`src/rtl/brtrace_pkg.sv`:
```
package brtrace_pkg;

   // Branch kind, stored in the low two bits of the message type
   typedef enum logic [1:0] {
      KIND_DIR  = 2'b00,
      KIND_IND  = 2'b01,
      KIND_DIRC = 2'b10,
      KIND_INDC = 2'b11
   } cof_kind_e;

   function automatic logic [2:0] make_type(input logic is_sync, input cof_kind_e kind);
      return {is_sync, kind};
   endfunction

endpackage

```
`src/rtl/brtrace_seq_cnt.sv`:
```
module brtrace_seq_cnt #(
   parameter int MAXSEQ = 256,
   parameter int CW     = 8
) (
   input  logic          clk,
   input  logic          rst_n,
   input  logic          en,
   input  logic          strobe,
   input  logic          clr,
   output logic [CW-1:0] cnt,
   output logic          wrap
);
   localparam logic [CW-1:0] TOP = CW'(MAXSEQ - 1);

   logic [CW-1:0] cnt_q;

   assign wrap = en & ~clr & strobe & (cnt_q == TOP);
   assign cnt  = cnt_q;

   always_ff @(posedge clk or negedge rst_n) begin
      if (!rst_n)       cnt_q <= '0;
      else if (!en)     cnt_q <= '0;
      else if (clr)     cnt_q <= strobe ? CW'(1) : '0;
      else if (wrap)    cnt_q <= '0;
      else if (strobe)  cnt_q <= cnt_q + CW'(1);
   end

   // a wrap leaves the counter at zero
   p_wrap_zero_r8: assert property (@(posedge clk) disable iff (!rst_n)
      wrap |=> cnt_q == '0);

endmodule

```
`src/rtl/brtrace_sync_pend.sv`:
```
module brtrace_sync_pend (
   input  logic       clk,
   input  logic       rst_n,
   input  logic       trace_en,
   input  logic       unit_off,
   input  logic [1:0] evt_ctrl,
   input  logic       evt_in,
   input  logic       wpt_hit,
   input  logic       q_overrun,
   input  logic       cmode,
   input  logic       sync_req,
   input  logic       seq_wrap,
   input  logic       emit,
   output logic       pend
);
   logic pend_q, cmode_q, en_q;
   logic [6:0] cause;

   always_comb begin
      cause[0] = evt_in & (evt_ctrl == 2'b00) & ~unit_off;
      cause[1] = wpt_hit & trace_en;
      cause[2] = q_overrun;
      cause[3] = seq_wrap;
      cause[4] = cmode ^ cmode_q;
      cause[5] = sync_req;
      cause[6] = trace_en & ~en_q;
   end

   always_ff @(posedge clk or negedge rst_n) begin
      if (!rst_n) begin
         pend_q  <= 1'b1;
         cmode_q <= 1'b0;
         en_q    <= 1'b0;
      end else begin
         pend_q  <= (pend_q & ~emit) | (|cause);
         cmode_q <= cmode;
         en_q    <= trace_en;
      end
   end

   assign pend = pend_q;

   // an explicit request is always held pending
   p_req_pend_r10: assert property (@(posedge clk) disable iff (!rst_n)
      sync_req |=> pend_q);

   // a mode change in either direction leaves a pending sync
   p_cmode_pend_r9: assert property (@(posedge clk) disable iff (!rst_n)
      (cmode != cmode_q) |=> pend_q);

   // overrun leaves a pending sync
   p_ovr_pend_r7: assert property (@(posedge clk) disable iff (!rst_n)
      q_overrun |=> pend_q);

endmodule

```
`src/rtl/brtrace_addr_trim.sv`:
```
module brtrace_addr_trim #(
   parameter int AW = 32,
   parameter int LW = 6
) (
   input  logic [AW-1:0] val,
   input  logic [AW-1:0] tgt,
   output logic [LW-1:0] len,
   output logic [AW-1:0] addr
);
   // pre[i] is set when val has a one at bit i or above
   logic [AW-1:0] pre;

   for (genvar i = 0; i < AW; i++) begin : g_pre
      if (i == AW - 1) begin : g_top
         assign pre[i] = val[i];
      end else begin : g_chain
         assign pre[i] = val[i] | pre[i+1];
      end
   end

   always_comb begin
      len = '0;
      for (int i = 0; i < AW; i++) len = len + LW'(pre[i]);
   end

   assign addr = tgt & pre;

endmodule

```
`src/rtl/brtrace_sync_ctrl.sv`:
```
module brtrace_sync_ctrl
   import brtrace_pkg::*;
#(
   parameter  int AW     = 32,
   parameter  int MAXSEQ = 256,
   localparam int LW     = $clog2(AW + 1),
   localparam int CW     = $clog2(MAXSEQ)
) (
   input  logic          clk,
   input  logic          rst_n,
   input  logic          trace_en,
   input  logic          unit_off,
   input  logic [1:0]    evt_ctrl,
   input  logic          evt_in,
   input  logic          wpt_hit,
   input  logic          q_overrun,
   input  logic          cmode,
   input  logic          sync_req,
   input  logic          seq_strobe,
   input  logic          cof_valid,
   input  logic          cof_indirect,
   input  logic          cof_comp,
   input  logic [AW-1:0] cof_target,
   output logic          msg_valid,
   output logic [2:0]    msg_type,
   output logic [AW-1:0] msg_addr,
   output logic [LW-1:0] msg_len,
   output logic [CW-1:0] msg_count
);
   if (AW < 2) begin : g_bad_aw
      $error("AW must be at least 2");
   end
   if (MAXSEQ < 2) begin : g_bad_maxseq
      $error("MAXSEQ must be at least 2");
   end

   logic          emit, pend, seq_wrap;
   logic [CW-1:0] cnt;
   logic [AW-1:0] ref_q, trim_val, trim_addr;
   logic [LW-1:0] trim_len;

   assign emit     = cof_valid & trace_en;
   assign trim_val = pend ? cof_target : (cof_target ^ ref_q);

   brtrace_sync_pend u_pend (
      .clk       (clk),
      .rst_n     (rst_n),
      .trace_en  (trace_en),
      .unit_off  (unit_off),
      .evt_ctrl  (evt_ctrl),
      .evt_in    (evt_in),
      .wpt_hit   (wpt_hit),
      .q_overrun (q_overrun),
      .cmode     (cmode),
      .sync_req  (sync_req),
      .seq_wrap  (seq_wrap),
      .emit      (emit),
      .pend      (pend)
   );

   brtrace_seq_cnt #(.MAXSEQ(MAXSEQ), .CW(CW)) u_cnt (
      .clk    (clk),
      .rst_n  (rst_n),
      .en     (trace_en),
      .strobe (seq_strobe),
      .clr    (emit),
      .cnt    (cnt),
      .wrap   (seq_wrap)
   );

   brtrace_addr_trim #(.AW(AW), .LW(LW)) u_trim (
      .val  (trim_val),
      .tgt  (cof_target),
      .len  (trim_len),
      .addr (trim_addr)
   );

   always_ff @(posedge clk or negedge rst_n) begin
      if (!rst_n) begin
         msg_valid <= 1'b0;
         msg_type  <= '0;
         msg_addr  <= '0;
         msg_len   <= '0;
         msg_count <= '0;
         ref_q     <= '0;
      end else begin
         msg_valid <= emit;
         if (emit) begin
            msg_type  <= make_type(pend, cof_kind_e'({cof_comp, cof_indirect}));
            msg_addr  <= trim_addr;
            msg_len   <= trim_len;
            msg_count <= cnt;
            if (pend) ref_q <= cof_target;
         end
      end
   end

   // a message only follows an enabled change of flow
   p_valid_src_r11: assert property (@(posedge clk) disable iff (!rst_n)
      msg_valid |-> ($past(trace_en) && $past(cof_valid)));

   // a sync message matches the reference it installs
   p_sync_ref_r2: assert property (@(posedge clk) disable iff (!rst_n)
      (msg_valid && msg_type[2]) |-> (msg_addr == ref_q));

   // a normal message has no bits at or above its length
   p_norm_trim_r3: assert property (@(posedge clk) disable iff (!rst_n)
      (msg_valid && !msg_type[2]) |-> ((msg_addr >> msg_len) == '0));

endmodule

```
`config.mk`:
```
export PLATFORM = sky130hd
export DESIGN_NAME = brtrace_sync_ctrl
export DESIGN_NICKNAME = d
export VERILOG_FILES = /design/src/rtl/brtrace_pkg.sv /design/src/rtl/brtrace_seq_cnt.sv /design/src/rtl/brtrace_sync_pend.sv /design/src/rtl/brtrace_addr_trim.sv /design/src/rtl/brtrace_sync_ctrl.sv
export SDC_FILE = /design/constraint.sdc
export NUM_CORES = 1
export LEC_CHECK = 0
export BUFFER_PORTS_ARGS = -buffer_cell sky130_fd_sc_hd__buf_2
export CAP_MARGIN = 20
export CORE_MARGIN = 4
export CORE_UTILIZATION = 50
export DETAILED_ROUTE_END_ITERATION = 12
export GPL_TIMING_DRIVEN = 0
export PLACE_DENSITY = 0.74
export SYNTH_ARGS = -nofsm -noshare
export SYNTH_HDL_FRONTEND = slang
export SYNTH_SLANG_ARGS = --single-unit
export TNS_END_PERCENT = 5
```
`constraint.sdc`:
```
create_clock -name clk -period 19.3 [get_ports clk]
set_input_delay 2.895 -clock clk [delete_from_list [all_inputs] [get_ports clk]]
set_output_delay 2.895 -clock clk [all_outputs]
set_load 0.005 [all_outputs]
```
* After elaboration in Yosys (flattened, before gate mapping) *
Cells that the tools add are included.

storage, ports and cells
  output and inout bits = 50
  register bits = 93
  word-level logic and storage cells = 100

cells by class
  reduce and logical (&&, ||, !) cells = 3
  eq/ne operators = 2
  bitwise logic cells = 47
  mux-type cells = 6
  $add $sub $neg = 32

operators with widths
  operator                                                          count
  6-bit by 1-bit adder with 6-bit output                            30
  32-bit bitwise AND                                                1
  32-bit two-way mux                                                1
  8-bit two-way mux                                                 4
  1-bit OR                                                          32
  32-bit bitwise XOR                                                1
  1-bit bitwise AND                                                 9
  8-bit by 1-bit adder with 8-bit output (second input constant)    1
  8-bit == test (second input constant)                             1
  7-bit OR reduction                                                1
  4-bit by 1-bit != test with 1-bit output (second input constant)  1
  1-bit NOT                                                         3
  1-bit by 1-bit adder with 2-bit output                            1
  2-bit logical NOT                                                 1
  2-bit AND reduction                                               1
  1-bit two-way mux                                                 1
  1-bit bitwise XOR                                                 1

* Longest topological paths before layout *
  depth after elaboration = 64
  depth in mapped cells = 25
  depth with buffers taken out = 23

* Hierarchy *
A second synthesis with hierarchy kept.

unflattened totals
  cells, all modules = 452
  area, all modules = 5535.3 sq um

modules (own cells, without submodules)
  module             area each (sq um)  times used  cells an instance
  brtrace_sync_ctrl  3681.0             1           241
  brtrace_addr_trim  1276.2             1           153
  brtrace_seq_cnt    449.2              1           48
  brtrace_sync_pend  128.9              1           10

* Least setup slack after synthesis *
OpenSTA, ideal clock, no wires.

  path kind = input to register
  start = in cof_target[23]
  end = reg msg_len[4]
  data required time = 19217 ps
  setup slack = 10450 ps
  cell stages on the path = 20
  setup time = 83 ps
  path buffers = 1
  data arrival time = 8767 ps
  path through = clkbuf_1 nand2_1 or4_4 a31oi_4 nand3_4 nor4_4 and2_1 fa_1 fa_1 fa_1 fa_1 fa_1 fa_1 fa_1 fa_1 inv_1 a21o_1 a21oi_1 xor2_1 o21ai_0

on the way
  word-level cells in the longest chain between the ends = 57

RTL lines
  what                                                    RTL line                 RTL
  from (decl)                                             brtrace_sync_ctrl.sv:23  input logic [AW-1:0] cof_target,
  32-bit bitwise XOR                                      brtrace_sync_ctrl.sv:43  assign trim_val = pend ? cof_target : (cof_target ^ ref_q);
  32-bit two-way mux *                                    brtrace_sync_ctrl.sv:43
  1-bit OR *                                              brtrace_addr_trim.sv:17  assign pre[i] = val[i] | pre[i+1];
  1-bit OR (23 in series)                                 brtrace_addr_trim.sv:17
  1-bit by 1-bit adder with 2-bit output                  brtrace_addr_trim.sv:23  for (int i = 0; i < AW; i++) len = len + LW'(pre[i]);
  6-bit by 1-bit adder with 6-bit output (21 in series)   brtrace_addr_trim.sv:23
  6-bit by 1-bit adder with 6-bit output * (9 in series)  brtrace_addr_trim.sv:23
  to (signal assigned)                                    brtrace_sync_ctrl.sv:91  msg_len <= trim_len;
  to (decl)                                               brtrace_sync_ctrl.sv:27  output logic [LW-1:0] msg_len,

Every way passes the cells marked *; elsewhere a longest branch is shown, timed or not.
A chain may end at the register's enable or synchronous reset.

* Worst setup path in the final report *
Ends and elaborated chain as after synthesis.

==> flow_summary.rst <==
.. list-table::
   :header-rows: 1

   * - Metric
     - Value
   * - Cell types occupying the most area after synthesis
     - sky130_fd_sc_hd__dfrtp_1 (41%), sky130_fd_sc_hd__fa_1 (8.5%), sky130_fd_sc_hd__nand2_1 (6.4%)
   * - Synth async-reset ratio
     - 100%
   * - Post-synthesis instance area
     - 5660 sq um
   * - Number of buffers created by CTS
     - 9
   * - Clk slew on worst S/H paths
     - 0.07 ns
   * - Cell accounting for the most synthesized area
     - sky130_fd_sc_hd__dfrtp_1
   * - Final #Nets
     - 747
   * - Layout Area Growth over Synthesis
     - 17.0%
   * - Actual transition at the worst max-transition pin
     - 0.732 ns
   * - Starting density of the core
     - 51.8%
   * - Sequential-to-total area share from yosys stat
     - 41.1%
   * - Antenna Violating Nets Remaining
     - 0
   * - Initial DRC count
     - 233
   * - Library cell used as clock root buffer
     - sky130_fd_sc_hd__clkbuf_16
   * - Horizontal die dimension
     - 114 um
   * - Setup violation total in the final timing report
     - 0
   * - Mean Syn Cell Area
     - 10.1 sq um
   * - Flop and latch count out of synthesis
     - 93
   * - Fin crit share
     - 46.8%
   * - Leakage dissipation
     - 0.00304 uW
   * - Vias after detailed routing
     - 4,458
   * - Critical path type
     - in2reg
   * - Vias in the first global route
     - 4,592
   * - Worst hold path class
     - reg2reg
   * - Die boundary height
     - 114 um
   * - Max Slew Vio Count
     - 0
   * - Worst setup skew after layout
     - 0.00772 ns
   * - Worst-skew pair later-pin latency
     - 0.35 ns
   * - Detailed-placement wirelength estimate
     - 10,400 um
   * - Startpoint class of the critical path
     - input port
   * - Average via count per standard cell
     - 5.48
   * - Fmax
     - 0.111 GHz
   * - Port Buffers
     - 94
   * - Number of enable flip-flop cells after synthesis
     - 0
   * - Net count after synthesis
     - 641
   * - Clock tree buffer depth
     - 2
   * - Worst Path Required
     - 19.51 ns
   * - Pin count of the biggest net entering global routing
     - 52
   * - Power, Total
     - 507 uW
   * - Overall global routing resource usage
     - 22.2%
   * - Max Fanout on Critical Path
     - 10
   * - Wire length of the first global-routing pass
     - 22,600 um
   * - Std-Cell Rows
     - 38
   * - Unrepaired setup endpoints after global routing
     - no
   * - Overall overflow remaining after global route
     - 0
   * - Most common cell in the synthesized netlist
     - sky130_fd_sc_hd__nand2_1
   * - Number of antenna repair diodes
     - 0
   * - Worst slew margin
     - 51.2%
   * - Commonest cells post-synth
     - sky130_fd_sc_hd__nand2_1 (97), sky130_fd_sc_hd__dfrtp_1 (92), sky130_fd_sc_hd__o21ai_0 (36)
   * - Filler cell count in the final layout
     - 965
   * - Arrival time at the worst endpoint
     - 9.24 ns
   * - Detailed Routing Iterations Pass 1
     - 4
   * - Yosys warnings
     - 0
   * - Count of clock tree sinks
     - 93
   * - Routed WL per cell
     - 16.8 um
   * - Number of distinct library cells after synthesis
     - 66
   * - Crit end category
     - register
   * - Gp weighted congestion
     - 0.834
   * - Area share of the largest cell type after synthesis
     - 40.7%
   * - Count of hold buffers inserted by post-cts repair
     - 0
   * - Cell count after synthesis
     - 562
   * - Initial antenna violation count
     - 0
   * - Worst Hold Slack
     - 0.467 ns
   * - Post-cts repair resize count
     - 0
   * - Die area
     - 13,100 sq um
   * - Clock H-tree levels
     - 3
   * - Hold violation count in the final report
     - 0
   * - Share of cells above drive strength 1
     - 24.8%
   * - Power per cell area
     - 76.5 nW/um^2
   * - Max-cap check violation count
     - 0
   * - Flip-flop cell with the highest count after synthesis
     - sky130_fd_sc_hd__dfrtp_1
   * - Outcome
     - complete, no violations
   * - Core Region
     - 10,900 sq um
   * - Number of I/O pins
     - 97
   * - Setup bufs post-CTS
     - 0
   * - Peak supply drop
     - 0.0464 mV
   * - Total wirelength of the detailed-routed design
     - 13,700 um
   * - Number of remaining DRC errors
     - 0
   * - TritonCTS clock tree
     - done
   * - Setup TNS
     - 0 ns
   * - Time the worst path needs with I/O delays and setup
     - 9.03 ns
cells by family (layout without fill, tap and decap cells):
logic type / Yosys count / after routing / synth area share (%)
adders and majority gates: 32 / 32 / 10.3
buffers and inverters: 53 / 164 / 3.63
muxes: 45 / 45 / 8.67
xor gates and xnor gates: 40 / 40 / 6.19
and+or+nand+nor: 215 / 215 / 20.3
DFF: 93 / 93 / 41.1
AOI/OAI and AO/OA: 84 / 84 / 9.86
cell usage in the layout, fill, tap and decap left out, types with 3 or more instances in the layout:
master and instances:
sky130_fd_sc_hd__nand2_1 97, sky130_fd_sc_hd__buf_2 96, sky130_fd_sc_hd__dfrtp_1 92, sky130_fd_sc_hd__o21ai_0 36, sky130_fd_sc_hd__nor2_1 33, sky130_fd_sc_hd__mux2_2 32, sky130_fd_sc_hd__inv_1 31, sky130_fd_sc_hd__xnor2_1 29
sky130_fd_sc_hd__fa_1 24, sky130_fd_sc_hd__clkbuf_1 17, sky130_fd_sc_hd__nor2b_1 14, sky130_fd_sc_hd__a31oi_1 14, sky130_fd_sc_hd__mux2i_1 13, sky130_fd_sc_hd__nand3_1 12, sky130_fd_sc_hd__xor2_1 11, sky130_fd_sc_hd__nand2b_1 9
sky130_fd_sc_hd__clkbuf_16 9, sky130_fd_sc_hd__nor3_1 8, sky130_fd_sc_hd__ha_1 8, sky130_fd_sc_hd__and2_1 7, sky130_fd_sc_hd__a21oi_1 4, sky130_fd_sc_hd__nand4bb_1 3, sky130_fd_sc_hd__nand3b_1 3, sky130_fd_sc_hd__o21ba_2 3
sky130_fd_sc_hd__nand4_1 3, sky130_fd_sc_hd__o21ai_1 3, sky130_fd_sc_hd__or4_1 3, sky130_fd_sc_hd__clkinv_4 3
registers in the layout (all words and copies together), names as in the netlist:
name and count:
ref_q 32, msg_len 6, u_pend.en_q 1, msg_addr 32, msg_type 3, u_pend.pend 1, msg_count 8, u_cnt.cnt 8
u_pend.cmode_q 1, msg_valid 1
metrics by stage:
stage          utilization (%)  area [sq um]  cells  setup WS, ns
2_1_floorplan                -          5660    562         10.45
3_3_place_gp              57.7          6300    796          9.97
3_5_place_dp              57.9          6330    797          9.88
4_1_cts                   60.5          6620    813         10.24
5_1_grt                   60.5          6620    813          9.95
6_report                  60.5          6620    813         10.27
worst max-delay path, cell delays in order:
cell	delay [ns]
sky130_fd_sc_hd__clkbuf_1	0.22
sky130_fd_sc_hd__nand2_1	0.08
sky130_fd_sc_hd__or4_4	0.44
sky130_fd_sc_hd__a31oi_4	0.22
sky130_fd_sc_hd__nand3_4	0.17
sky130_fd_sc_hd__nor4_4	0.64
sky130_fd_sc_hd__and2_1	0.25
sky130_fd_sc_hd__fa_1	0.45
sky130_fd_sc_hd__fa_1	0.57
sky130_fd_sc_hd__fa_1	0.47
sky130_fd_sc_hd__fa_1	0.50
sky130_fd_sc_hd__fa_1	0.56
sky130_fd_sc_hd__fa_1	0.43
sky130_fd_sc_hd__fa_1	0.42
sky130_fd_sc_hd__fa_1	0.42
sky130_fd_sc_hd__inv_1	0.08
sky130_fd_sc_hd__a21o_1	0.11
sky130_fd_sc_hd__a21oi_1	0.07
sky130_fd_sc_hd__xor2_1	0.14
sky130_fd_sc_hd__o21ai_0	0.08
final cells by class:
type | count | area, sq um | share of cell area, %
Inverter | 31 | 116 | 1.76
Timing Repair Buffer | 95 | 500 | 7.56
Clock buffer | 11 | 243 | 3.67
Clock inverter | 5 | 43.8 | 0.661
Buffer | 22 | 88.8 | 1.34
Tap cell | 140 | 175 | 2.65
Sequential cell | 93 | 2330 | 35.2
Multi-Input combinational cell | 416 | 3130 | 47.2
layer usage:
layer  track usage [%]  vias to the layer above  part of all wire, %
met5                 0                        -                    0
met4              8.87                        0                  2.1
met3              4.76                       19                  6.2
met2              35.3                      114                   48
met1              29.8                     2183                   44
li1                  -                     2142                    -
power by group:
part | internal [uW] | switching [uW]
clock network | 92.5 | 78.9
registers | 219 | 19.0
logic | 47.1 | 49.7
path summary, 6_finish.rpt:
| check | startpoint | cells past startpoint | slack (ns) | end |
|---|---|---|---|---|
| max | cof_target[23] | 20 | 10.27 | msg_len[4] |
| max in group asynchronous | rst_n | 2 | 16.12 | msg_addr[15] |
| min in group asynchronous | rst_n | 1 | 2.53 | u_cnt.cnt[4] |
| min | msg_count[4] | 2 | 0.47 | msg_count[4] |
| max reg2reg | u_pend.pend | 21 | 11.96 | msg_len[4] |
| min reg2reg | msg_count[4] | 2 | 0.47 | msg_count[4] |
No activity file was read; power rests on OpenSTA's default activity.
